**config.mk**
```make
export PLATFORM = sky130hd
export DESIGN_NAME = wfa_alloc
export DESIGN_NICKNAME = d
export VERILOG_FILES = /design/src/rtl/wfa_pkg.sv /design/src/rtl/wfa_prio_ptr.sv /design/src/rtl/wfa_diag_stage.sv /design/src/rtl/wfa_alloc.sv
export SDC_FILE = /design/constraint.sdc
export NUM_CORES = 1
export LEC_CHECK = 0
export BUFFER_PORTS_ARGS = -buffer_cell sky130_fd_sc_hd__buf_4
export CAP_MARGIN = 20
export CORE_ASPECT_RATIO = 1.4
export CORE_UTILIZATION = 53
export CTS_CLUSTER_SIZE = 8
export DETAILED_ROUTE_END_ITERATION = 10
export PLACE_DENSITY = 0.82
export SLEW_MARGIN = 20
export SYNTH_ARGS = -nofsm -noshare
export SYNTH_HDL_FRONTEND = slang
export SYNTH_HIERARCHICAL = 1
export SYNTH_SLANG_ARGS = --single-unit
```
**constraint.sdc**
```tcl
create_clock -name clk -period 5.1 [get_ports clk]
set_clock_uncertainty 0.2 [all_clocks]
set_input_delay 0 -clock clk [delete_from_list [all_inputs] [get_ports clk]]
set_output_delay 0 -clock clk [all_outputs]
set_load 0.01 [all_outputs]
```
**src/rtl/wfa_pkg.sv**
```systemverilog
// Package: shared helpers for the wavefront allocator.
// Assumes the matrix side length is at least 2.
package wfa_pkg;

    // Column index of the cell on diagonal 'diag' in row 'row' for side length 'n'.
    function automatic int diag_col(input int row, input int diag, input int n);
        return (row + diag) % n;
    endfunction

    // Width of an index able to name any of n positions (minimum 1).
    function automatic int idx_width(input int n);
        return (n > 1) ? $clog2(n) : 1;
    endfunction

endpackage

```
**src/rtl/wfa_prio_ptr.sv**
```systemverilog
// Module: wfa_prio_ptr
// Holds the priority diagonal index. Resets to 0 and steps by one modulo N
// when 'advance' is high at a clock edge; otherwise keeps its value.
// Assumes N >= 2.
module wfa_prio_ptr #(
    parameter int N  = 4,
    parameter int PW = wfa_pkg::idx_width(N)
) (
    input  logic          clk,
    input  logic          rst_n,
    input  logic          advance,
    output logic [PW-1:0] ptr
);

    localparam logic [PW-1:0] LAST = PW'(N - 1);

    // Priority diagonal register with wraparound at N-1.
    always_ff @(posedge clk) begin
        if (!rst_n) begin
            ptr <= '0;
        end else if (advance) begin
            ptr <= (ptr == LAST) ? '0 : ptr + 1'b1;
        end
    end


    ptr_step_chk: assert property (@(posedge clk) disable iff (!rst_n)
        advance |=> (ptr == (($past(ptr) == LAST) ? '0 : $past(ptr) + 1'b1)));


    ptr_hold_chk: assert property (@(posedge clk) disable iff (!rst_n)
        !advance |=> $stable(ptr));


    ptr_range_chk: assert property (@(posedge clk) disable iff (!rst_n)
        ptr <= LAST);

endmodule

```
**src/rtl/wfa_diag_stage.sv**
```systemverilog
// Module: wfa_diag_stage
// One diagonal of the unrolled wavefront. It covers diagonal STAGE mod N.
// When enabled, it grants every requested cell whose row and column are
// still free, and it passes the updated free masks on to the next stage.
// Purely combinational. Assumes only this stage touches each of its cells.
module wfa_diag_stage #(
    parameter int N     = 4,
    parameter int STAGE = 0
) (
    input  logic         enable,
    input  logic [N-1:0] req_diag,    // indexed by row
    input  logic [N-1:0] row_free_i,
    input  logic [N-1:0] col_free_i,
    output logic [N-1:0] gnt_diag,    // indexed by row
    output logic [N-1:0] row_free_o,
    output logic [N-1:0] col_free_o
);

    localparam int DIAG = STAGE % N;

    // Grant the free requested cells of this diagonal and update the masks.
    always_comb begin
        row_free_o = row_free_i;
        col_free_o = col_free_i;
        for (int i = 0; i < N; i++) begin
            gnt_diag[i] = enable && req_diag[i] && row_free_i[i]
                          && col_free_i[wfa_pkg::diag_col(i, DIAG, N)];
            if (gnt_diag[i]) begin
                row_free_o[i] = 1'b0;
                col_free_o[wfa_pkg::diag_col(i, DIAG, N)] = 1'b0;
            end
        end
    end

endmodule

```
**src/rtl/wfa_alloc.sv**
```systemverilog
// Module: wfa_alloc (top)
// N x N wavefront allocator. The wrapped tile array is unrolled into 2N-1
// diagonal stages, so there is no combinational loop. A window of N stages
// starting at the priority diagonal is enabled. Cell (i,j) is handled by
// stage (j-i) mod N or by that stage plus N; the window enables exactly one
// of the two. The priority diagonal advances after any cycle that grants.
// Assumes N >= 2. Request bit i*N+j is requester i, resource j.
module wfa_alloc #(
    parameter int N  = 4,
    parameter int PW = wfa_pkg::idx_width(N)
) (
    input  logic           clk,
    input  logic           rst_n,
    input  logic [N*N-1:0] req_mat,
    output logic [N*N-1:0] gnt_mat,
    output logic [N-1:0]   req_won
);

    localparam int STAGES = 2 * N - 1;

    logic [PW-1:0]     prio;
    logic [STAGES-1:0] stage_on;
    logic [N-1:0]      row_chain [STAGES+1];
    logic [N-1:0]      col_chain [STAGES+1];
    logic [N-1:0]      stage_req [STAGES];
    logic [N-1:0]      stage_gnt [STAGES];

    // Priority diagonal register.
    wfa_prio_ptr #(.N(N), .PW(PW)) u_prio (
        .clk     (clk),
        .rst_n   (rst_n),
        .advance (|req_won),
        .ptr     (prio)
    );

    // Sliding window: enable the N stages starting at the priority diagonal.
    always_comb begin
        for (int s = 0; s < STAGES; s++) begin
            stage_on[s] = (s >= int'(prio)) && (s < int'(prio) + N);
        end
    end

    assign row_chain[0] = '1;
    assign col_chain[0] = '1;

    // Build the unrolled diagonal chain.
    for (genvar s = 0; s < STAGES; s++) begin : g_stage
        for (genvar i = 0; i < N; i++) begin : g_tap
            localparam int COL = (i + (s % N)) % N;
            assign stage_req[s][i] = req_mat[i*N + COL];
        end
        wfa_diag_stage #(.N(N), .STAGE(s)) u_stage (
            .enable     (stage_on[s]),
            .req_diag   (stage_req[s]),
            .row_free_i (row_chain[s]),
            .col_free_i (col_chain[s]),
            .gnt_diag   (stage_gnt[s]),
            .row_free_o (row_chain[s+1]),
            .col_free_o (col_chain[s+1])
        );
    end

    // Fold the two stage copies of each cell into the grant matrix.
    for (genvar i = 0; i < N; i++) begin : g_row
        for (genvar j = 0; j < N; j++) begin : g_col
            localparam int D = (j - i + N) % N;
            if (D + N < STAGES) begin : g_two
                assign gnt_mat[i*N + j] = stage_gnt[D][i] | stage_gnt[D + N][i];
            end else begin : g_one
                assign gnt_mat[i*N + j] = stage_gnt[D][i];
            end
        end
        assign req_won[i] = |gnt_mat[i*N +: N];
    end

    // ---------------- checks on the matching ----------------
    logic [N-1:0] row_hit, col_hit;
    logic [N-1:0] col_vec [N];
    logic         left_open;
    logic         diag_miss;

    // Gather per-row and per-column grant views for the checks.
    always_comb begin
        left_open = 1'b0;
        diag_miss = 1'b0;
        for (int j = 0; j < N; j++) begin
            for (int i = 0; i < N; i++) begin
                col_vec[j][i] = gnt_mat[i*N + j];
            end
            col_hit[j] = |col_vec[j];
        end
        for (int i = 0; i < N; i++) begin
            row_hit[i] = |gnt_mat[i*N +: N];
            diag_miss  = diag_miss
                         | (req_mat[i*N + wfa_pkg::diag_col(i, int'(prio), N)]
                            & ~gnt_mat[i*N + wfa_pkg::diag_col(i, int'(prio), N)]);
            for (int j = 0; j < N; j++) begin
                left_open = left_open | (req_mat[i*N + j] & ~row_hit[i] & ~col_hit[j]);
            end
        end
    end


    grant_needs_req_chk: assert property (@(posedge clk) disable iff (!rst_n)
        (gnt_mat & ~req_mat) == '0);


    prio_diag_full_chk: assert property (@(posedge clk) disable iff (!rst_n)
        !diag_miss);


    maximal_match_chk: assert property (@(posedge clk) disable iff (!rst_n)
        !left_open);

    for (genvar k = 0; k < N; k++) begin : g_chk

        one_per_row_chk: assert property (@(posedge clk) disable iff (!rst_n)
            $onehot0(gnt_mat[k*N +: N]));

        one_per_col_chk: assert property (@(posedge clk) disable iff (!rst_n)
            $onehot0(col_vec[k]));
    end

endmodule

```
==> results.py, run 1 <==
metrics = {
    "clock_tree": {
        "clockRootBuffer": "clkbuf_4",
        "cts.path.max_buffers": 2,
        "cts_tree": "yes",
        "cts.sink_count": 2,
        "clk_latency_ns": 0.22,
        "clk_pin_slew_ns": 0.03,
        "cts_buffers": 3,
        "htreeDepth": 1,
    },
    "route": {
        "vias_per_cell": 5.04,
        "drtIter0Drc": 14,
        "avgRoutedWirePerCell_um": 11.9,
        "drt_wl_total_um": 3240,
        "firstDrtPassIters": 4,
        "dr_total_vias": 1372,
        "antenna_left": 0,
        "drcViolationCount": 0,
    },
    "grt": {
        "antenna_found_initial": 0,
        "gr-total-overflow": 0,
        "grt_max_degree": 13,
        "grt_pass1_wl_um": 5210,
        "grt_pass1_vias": 1215,
        "globalRouteTotalUtil_pct": 27.1,
    },
    "setup_path": {
        "r2r_start": "u_prio/ptr[0]$_SDFFE_PN0P_",
        "critPathArrivalTime_ns": 4.69,
        "cp-start-kind": "register",
        "path_class": "register to register",
        "crit_required_ns": 5.01,
        "rr_worst_depth": 19,
        "rrSetupSlack_ns": 0.32,
        "r2r_end": "u_prio/ptr[0]$_SDFFE_PN0P_",
        "cp_max_fo": 8,
        "worstSetupEndpointType": "register",
    },
    "power_and_ir_drop": {
        "irDropWorstVdd_mv": 0.309,
        "p_clk_share_pct": 7.3,
        "combPwrFrac_pct": 86.3,
        "p_per_area_nw_per_um2": 305,
        "p_sw_share_pct": 53.6,
        "netSwitchingPower_w": 0.000256,
        "seq_power_share_pct": 6.4,
        "p_int_w": 0.000222,
        "p_leak_nw": 0.865,
    },
    "timing": {
        "tns_ns": 0,
        "drv_slew": 0,
        "fin_crit_ns": 4.78,
        "finalCritPeriodShare_pct": 93.7,
        "setup_viol": 0,
        "hold_violations": 0,
        "rsz0062_at_grt": "false",
        "max_freq_mhz": 209,
    },
    "finish": {
        "largest_register_ffs": 2,
        "diodes": 0,
        "regMostFlops": "u_prio/ptr",
        "nets": 271,
        "seqCellArea_um2": 40.0,
        "final_layout_size_suffix_gt1_share_pct": 34.0,
        "postLayoutCoreUtil_pct": 72.7,
        "top_regs": "u_prio/ptr (2)",
        "syn_to_final_growth_pct": 29.4,
        "fillers": 204,
        "multiInputGateArea_um2": 966,
    },
    "min_path": {
        "hold_class": "primary input to output port",
        "hold_depth": 4,
        "holdPathEnd": "gnt_mat[4]",
        "hold_start": "req_mat[4]",
    },
    "synth": {
        "synth.avg_cell_area_um2": 6.24,
        "yosysWarnings": 6,
        "netlist_area_um2": 1210,
        "syn-instance-count": 194,
    },
    "floorplan": {
        "die_h_um": 58.5,
        "fp.coreArea_um2": 2150,
        "row_count": 20,
        "die_area_um2": 2480,
        "die_w_um": 42.4,
        "start_util_pct": 56.2,
        "io_pins": 38,
    },
    "placed_design": {
        "routabilityCongestion": 0.865,
        "dp_hpwl_um": 2670,
        "portBuffers": 37,
    },
    "run_status": {
        "status": "completed",
    },
    "flow_run": {
        "drv_cap": 0,
    },
}
## worst max-delay path, cell delays in order (launching register included)
cell and delay [ns]:
dfxtp_1 0.34, or2_2 0.31, inv_1 0.25, nand3_2 0.13, and2_1 0.19, a31oi_1 0.29
inv_1 0.10, a31oi_2 0.27, nand3_2 0.11, and2_1 0.18, a31oi_1 0.27, nand3_2 0.11
and2_1 0.16, inv_1 0.04, nor2_1 0.04, or2_4 0.24, or4_4 0.54, or4_4 0.57
nor3b_2 0.17, o21a_1 0.16
## per-stage QoR
| stage | total power [W] | setup WS [ns] | instances | hold WS [ns] | instance area [um2] |
|---|---|---|---|---|---|
| 6_report | 0.000478 | 0.322 | 272 | 0.161 | 1570 |
| 2_1_floorplan | 0.000359 | 0.769 | 214 | -0.103 | 1280 |
| 4_1_cts | 0.000476 | 0.260 | 272 | 0.160 | 1560 |
| 3_3_place_gp | 0.000428 | 0.357 | 268 | 0.00967 | 1530 |
| 3_5_place_dp | 0.000436 | 0.267 | 268 | 0.0162 | 1530 |
| 5_1_grt | 0.000520 | 0.0115 | 272 | 0.184 | 1570 |
## cells in the final DEF (no fill, tap or decap)
cell type / n
a31oi_2: 1
or2_4: 1
or4_1: 1
conb_1: 21
mux2i_1: 1
nor2_1: 28
dlygate4sd3_1: 1
o21a_1: 1
buf_4: 39
nor3b_2: 1
or4_4: 4
nand2_1: 1
nand3_2: 28
ha_1: 1
inv_1: 55
and2_1: 24
clkbuf_4: 3
nor2b_1: 2
dfxtp_1: 2
or2_2: 8
or2_1: 4
a31oi_1: 23
## worst max-delay path by stage
| stage | start | to | slack (ns) | cells past startpoint |
|---|---|---|---|---|
| after global routing | u_prio/ptr[0]$_SDFFE_PN0P_ | u_prio/ptr[0]$_SDFFE_PN0P_ | 0.01 | 19 |
| final | u_prio/ptr[0]$_SDFFE_PN0P_ | u_prio/ptr[0]$_SDFFE_PN0P_ | 0.32 | 19 |
| after floorplan | u_prio/ptr[0]$_SDFFE_PN0P_ | u_prio/ptr[0]$_SDFFE_PN0P_ | 0.77 | 21 |
| after CTS | u_prio/ptr[0]$_SDFFE_PN0P_ | u_prio/ptr[0]$_SDFFE_PN0P_ | 0.26 | 19 |
| after global placement | u_prio/ptr[0]$_SDFFE_PN0P_ | u_prio/ptr[0]$_SDFFE_PN0P_ | 0.36 | 19 |
| after detailed placement | u_prio/ptr[0]$_SDFFE_PN0P_ | u_prio/ptr[0]$_SDFFE_PN0P_ | 0.27 | 19 |
## routing by layer
metal / routed length (um) / share of wire (%) / global-route usage (%) / up-vias
li1: - / - / - / 704
met1: 1290 / 40 / 30.4 / 629
met2: 1780 / 55 / 52.1 / 33
met3: 108 / 3.3 / 2.76 / 6
met4: 55 / 1.7 / 9.38 / 0
met5: 0 / 0 / 0 / -
## what timing repair did
item | 4_1_cts | 5_1_grt
endpoints found under the hold margin | 2 | 0
setup buffers | 0 | 0
resized for setup | 0 | 1
setup endpoints to repair | 0 | 1
hold buffers | 1 | 0
## layout make-up
| type | instances | share of cell area, % |
|---|---|---|
| Tap cell | 22 | 1.76 |
| Multi-Input combinational cell | 150 | 61.7 |
| Clock buffer | 3 | 1.44 |
| Timing Repair Buffer | 40 | 19.3 |
| Inverter | 55 | 13.2 |
| Sequential cell | 2 | 2.56 |
## power by group through the flow
stage	sequential, W	clock (W)	combinational, W
global placement	0.0000303	0	0.000398
floorplan	0.0000333	0	0.000326
finish	0.0000307	0.0000349	0.000412
global route	0.0000318	0.0000386	0.000450
detailed placement	0.0000310	0	0.000405
CTS	0.0000307	0.0000374	0.000408
Note: power is estimated with default switching activity, not from simulation.
==> run 2: changes to the inputs <==
==> constraint.sdc (replaced) <==
create_clock -name clk -period 5.1 [get_ports clk]
set_clock_uncertainty 0.2 [all_clocks]
set_input_delay 0.765 -clock clk [delete_from_list [all_inputs] [get_ports clk]]
set_output_delay 0.765 -clock clk [all_outputs]
set_load 0.01 [all_outputs]
==> run 2 against run 1 <==
Effect of this change: die area stayed put; sequential share of layout area about the same; combinational power is 2% higher; flip-flop and latch count unchanged; via count unchanged; final cell count decreased by 0.37%; global-route usage is 1.6 points lower; register-to-register slack better by 0.07 ns; worst hold slack better by 0.30 ns; maximum frequency fell by 1.6%; wire length shrank 2.7%.
==> results.py, run 2 (synthesis gave the netlist of run 1 again) <==
metrics = {
    "finish": {
        "fin_cells": 271,
        "nets": 270,
        "final_common_cell": "inv_1",
        "top_regs": "u_prio/ptr (2)",
        "diodes": 0,
        "final_cell_mix": "inv_1 (54), buf_4 (39), nand3_2 (28), nor2_1 (28), and2_1 (24)",
        "fillers": 197,
        "largest_register_ffs": 2,
        "final_layout_size_suffix_gt1_share_pct": 35.7,
        "syn_to_final_growth_pct": 30.4,
        "regMostFlops": "u_prio/ptr",
    },
    "grt": {
        "grt_use_met1_pct": 29.2,
        "gr-total-overflow": 0,
        "antenna_found_initial": 0,
        "met2_usage_pct": 49.0,
        "grt_pass1_wl_um": 5000,
        "top_usage_layer": "met2",
        "use_met3_pct": 0.920,
        "grt_pass1_vias": 1199,
        "grt_max_degree": 13,
        "globalRouteTotalUtil_pct": 25.5,
    },
    "clock_tree": {
        "clk_latency_ns": 0.22,
        "clockRootBuffer": "clkbuf_4",
        "cts_tree": "yes",
        "cts.sink_count": 2,
        "cts_buffers": 3,
        "clk_pin_slew_ns": 0.03,
        "htreeDepth": 1,
        "cts.path.max_buffers": 2,
    },
    "placed_design": {
        "post-place-cells": 268,
        "dp_hpwl_um": 2640,
        "routabilityCongestion": 0.865,
        "portBuffers": 37,
    },
    "floorplan": {
        "start_util_pct": 56.2,
        "fp.coreArea_um2": 2150,
        "io_pins": 38,
        "die_w_um": 42.4,
        "die_area_um2": 2480,
        "row_count": 20,
        "die_h_um": 58.5,
    },
    "timing": {
        "hold_violations": 0,
        "tns_ns": 0,
        "setup_viol": 0,
        "rsz0062_at_grt": "false",
        "drv_slew": 0,
        "fin_crit_ns": 4.86,
        "max_freq_mhz": 206,
        "finalCritPeriodShare_pct": 95.2,
    },
    "power_and_ir_drop": {
        "p_leak_nw": 0.858,
        "irDropWorstVdd_mv": 0.315,
        "p_per_area_nw_per_um2": 309,
    },
    "route": {
        "drtIter0Drc": 30,
        "drt_wl_total_um": 3150,
        "antenna_left": 0,
        "drcViolationCount": 0,
        "dr_total_vias": 1372,
        "vias_per_cell": 5.06,
        "avgRoutedWirePerCell_um": 11.6,
        "firstDrtPassIters": 4,
    },
    "setup_path": {
        "critPathSlowestCell": "or4_4",
        "cp-start-kind": "register",
        "crit_required_ns": 4.14,
        "cp_max_fo": 8,
        "path_class": "register to output port",
        "worstSetupEndpointType": "output port",
        "critical-path-top-delay-family": "simple AND/OR/NAND/NOR gates",
        "cpPeakStageDelay_ns": 0.54,
        "worstPathCellList": "or2_2 > clkinvlp_4 > nand3_2 > and2_1 > a31oi_1 > inv_1 > a31oi_1 > inv_1 > a31oi_1 > inv_1 > a31oi_1 > nand3_2 > and2_1 > inv_1 > nor2_1 > or2_4 > or4_4 > buf_4",
        "crit_buf_inv": 6,
        "critPathArrivalTime_ns": 3.89,
    },
    "flow_run": {
        "drv_cap": 0,
    },
    "min_path": {
        "hold_class": "register to register",
    },
    "run_status": {
        "status": "completed",
    },
}
## run 2: changes by cell type in the layout (fill, tap and decap cells not counted), sizes merged
cell,before,now
clkinvlp,0,1
inv,55,54
dlygate4sd3,1,0
## run 2: worst register-to-register path: stages, from the launching register on
cell and delay [ns]:
dfxtp_1 0.34, or2_2 0.35, clkinvlp_4 0.18, nand3_2 0.09, and2_1 0.18, a31oi_1 0.26
inv_1 0.07, a31oi_1 0.30, inv_1 0.07, a31oi_1 0.22, inv_1 0.06, a31oi_1 0.25
nand3_2 0.11, and2_1 0.16, inv_1 0.04, nor2_1 0.04, or2_4 0.24, or4_4 0.54
or4_4 0.57, nor3b_2 0.17, o21a_1 0.16
## run 2: worst paths after layout
check,startpoint,end,slack [ns],depth (start not counted)
min,u_prio/ptr[0]$_SDFFE_PN0P_,u_prio/ptr[0]$_SDFFE_PN0P_,0.46,2
min reg2reg,u_prio/ptr[0]$_SDFFE_PN0P_,u_prio/ptr[0]$_SDFFE_PN0P_,0.46,2
max reg2reg,u_prio/ptr[0]$_SDFFE_PN0P_,u_prio/ptr[0]$_SDFFE_PN0P_,0.39,20
max,u_prio/ptr[0]$_SDFFE_PN0P_,req_won[2],0.24,18
## run 2: final cells by class
cell class / instances / area [um2] / area share [%]
clock buffers: 3 / 22.5 / 1.43
inverters: 55 / 210 / 13.3
multi-input cells: 150 / 985 / 62.4
flip-flops and latches: 2 / 40.0 / 2.54
well taps: 22 / 27.5 / 1.74
repair buffers: 39 / 293 / 18.6
## run 2: where the power goes
group / switching (W) / internal (W)
registers: 0.00000680 / 0.0000240
clock network: 0.00000854 / 0.0000259
logic: 0.000247 / 0.000175
total: 0.000262 / 0.000225
## run 2: timing repair
action,4_1_cts,5_1_grt
buffers inserted,0,0
endpoints found under the setup margin,0,5
gates resized for setup,0,5
hold endpoints to repair,0,0
hold buffers,0,0
## run 2: per-layer routing
| metal | part of all wire [%] | up-vias |
|---|---|---|
| li1 | - | 704 |
| met5 | 0 | - |
| met2 | 53 | 40 |
| met4 | 2.2 | 0 |
| met3 | 3.7 | 6 |
| met1 | 41 | 622 |
## run 2: per-stage QoR
stage | total power, W | hold WS [ns] | cell area, um2 | util, % | setup WS, ns
2_1_floorplan | 0.000359 | 0.354 | 1280 | - | 0.769
3_3_place_gp | 0.000428 | 0.429 | 1530 | 70.9 | 0.319
3_5_place_dp | 0.000436 | 0.455 | 1530 | 70.9 | 0.258
4_1_cts | 0.000474 | 0.457 | 1550 | 72.0 | 0.0792
5_1_grt | 0.000528 | 0.476 | 1580 | 73.3 | 0.000465
6_report | 0.000487 | 0.458 | 1580 | 73.3 | 0.243
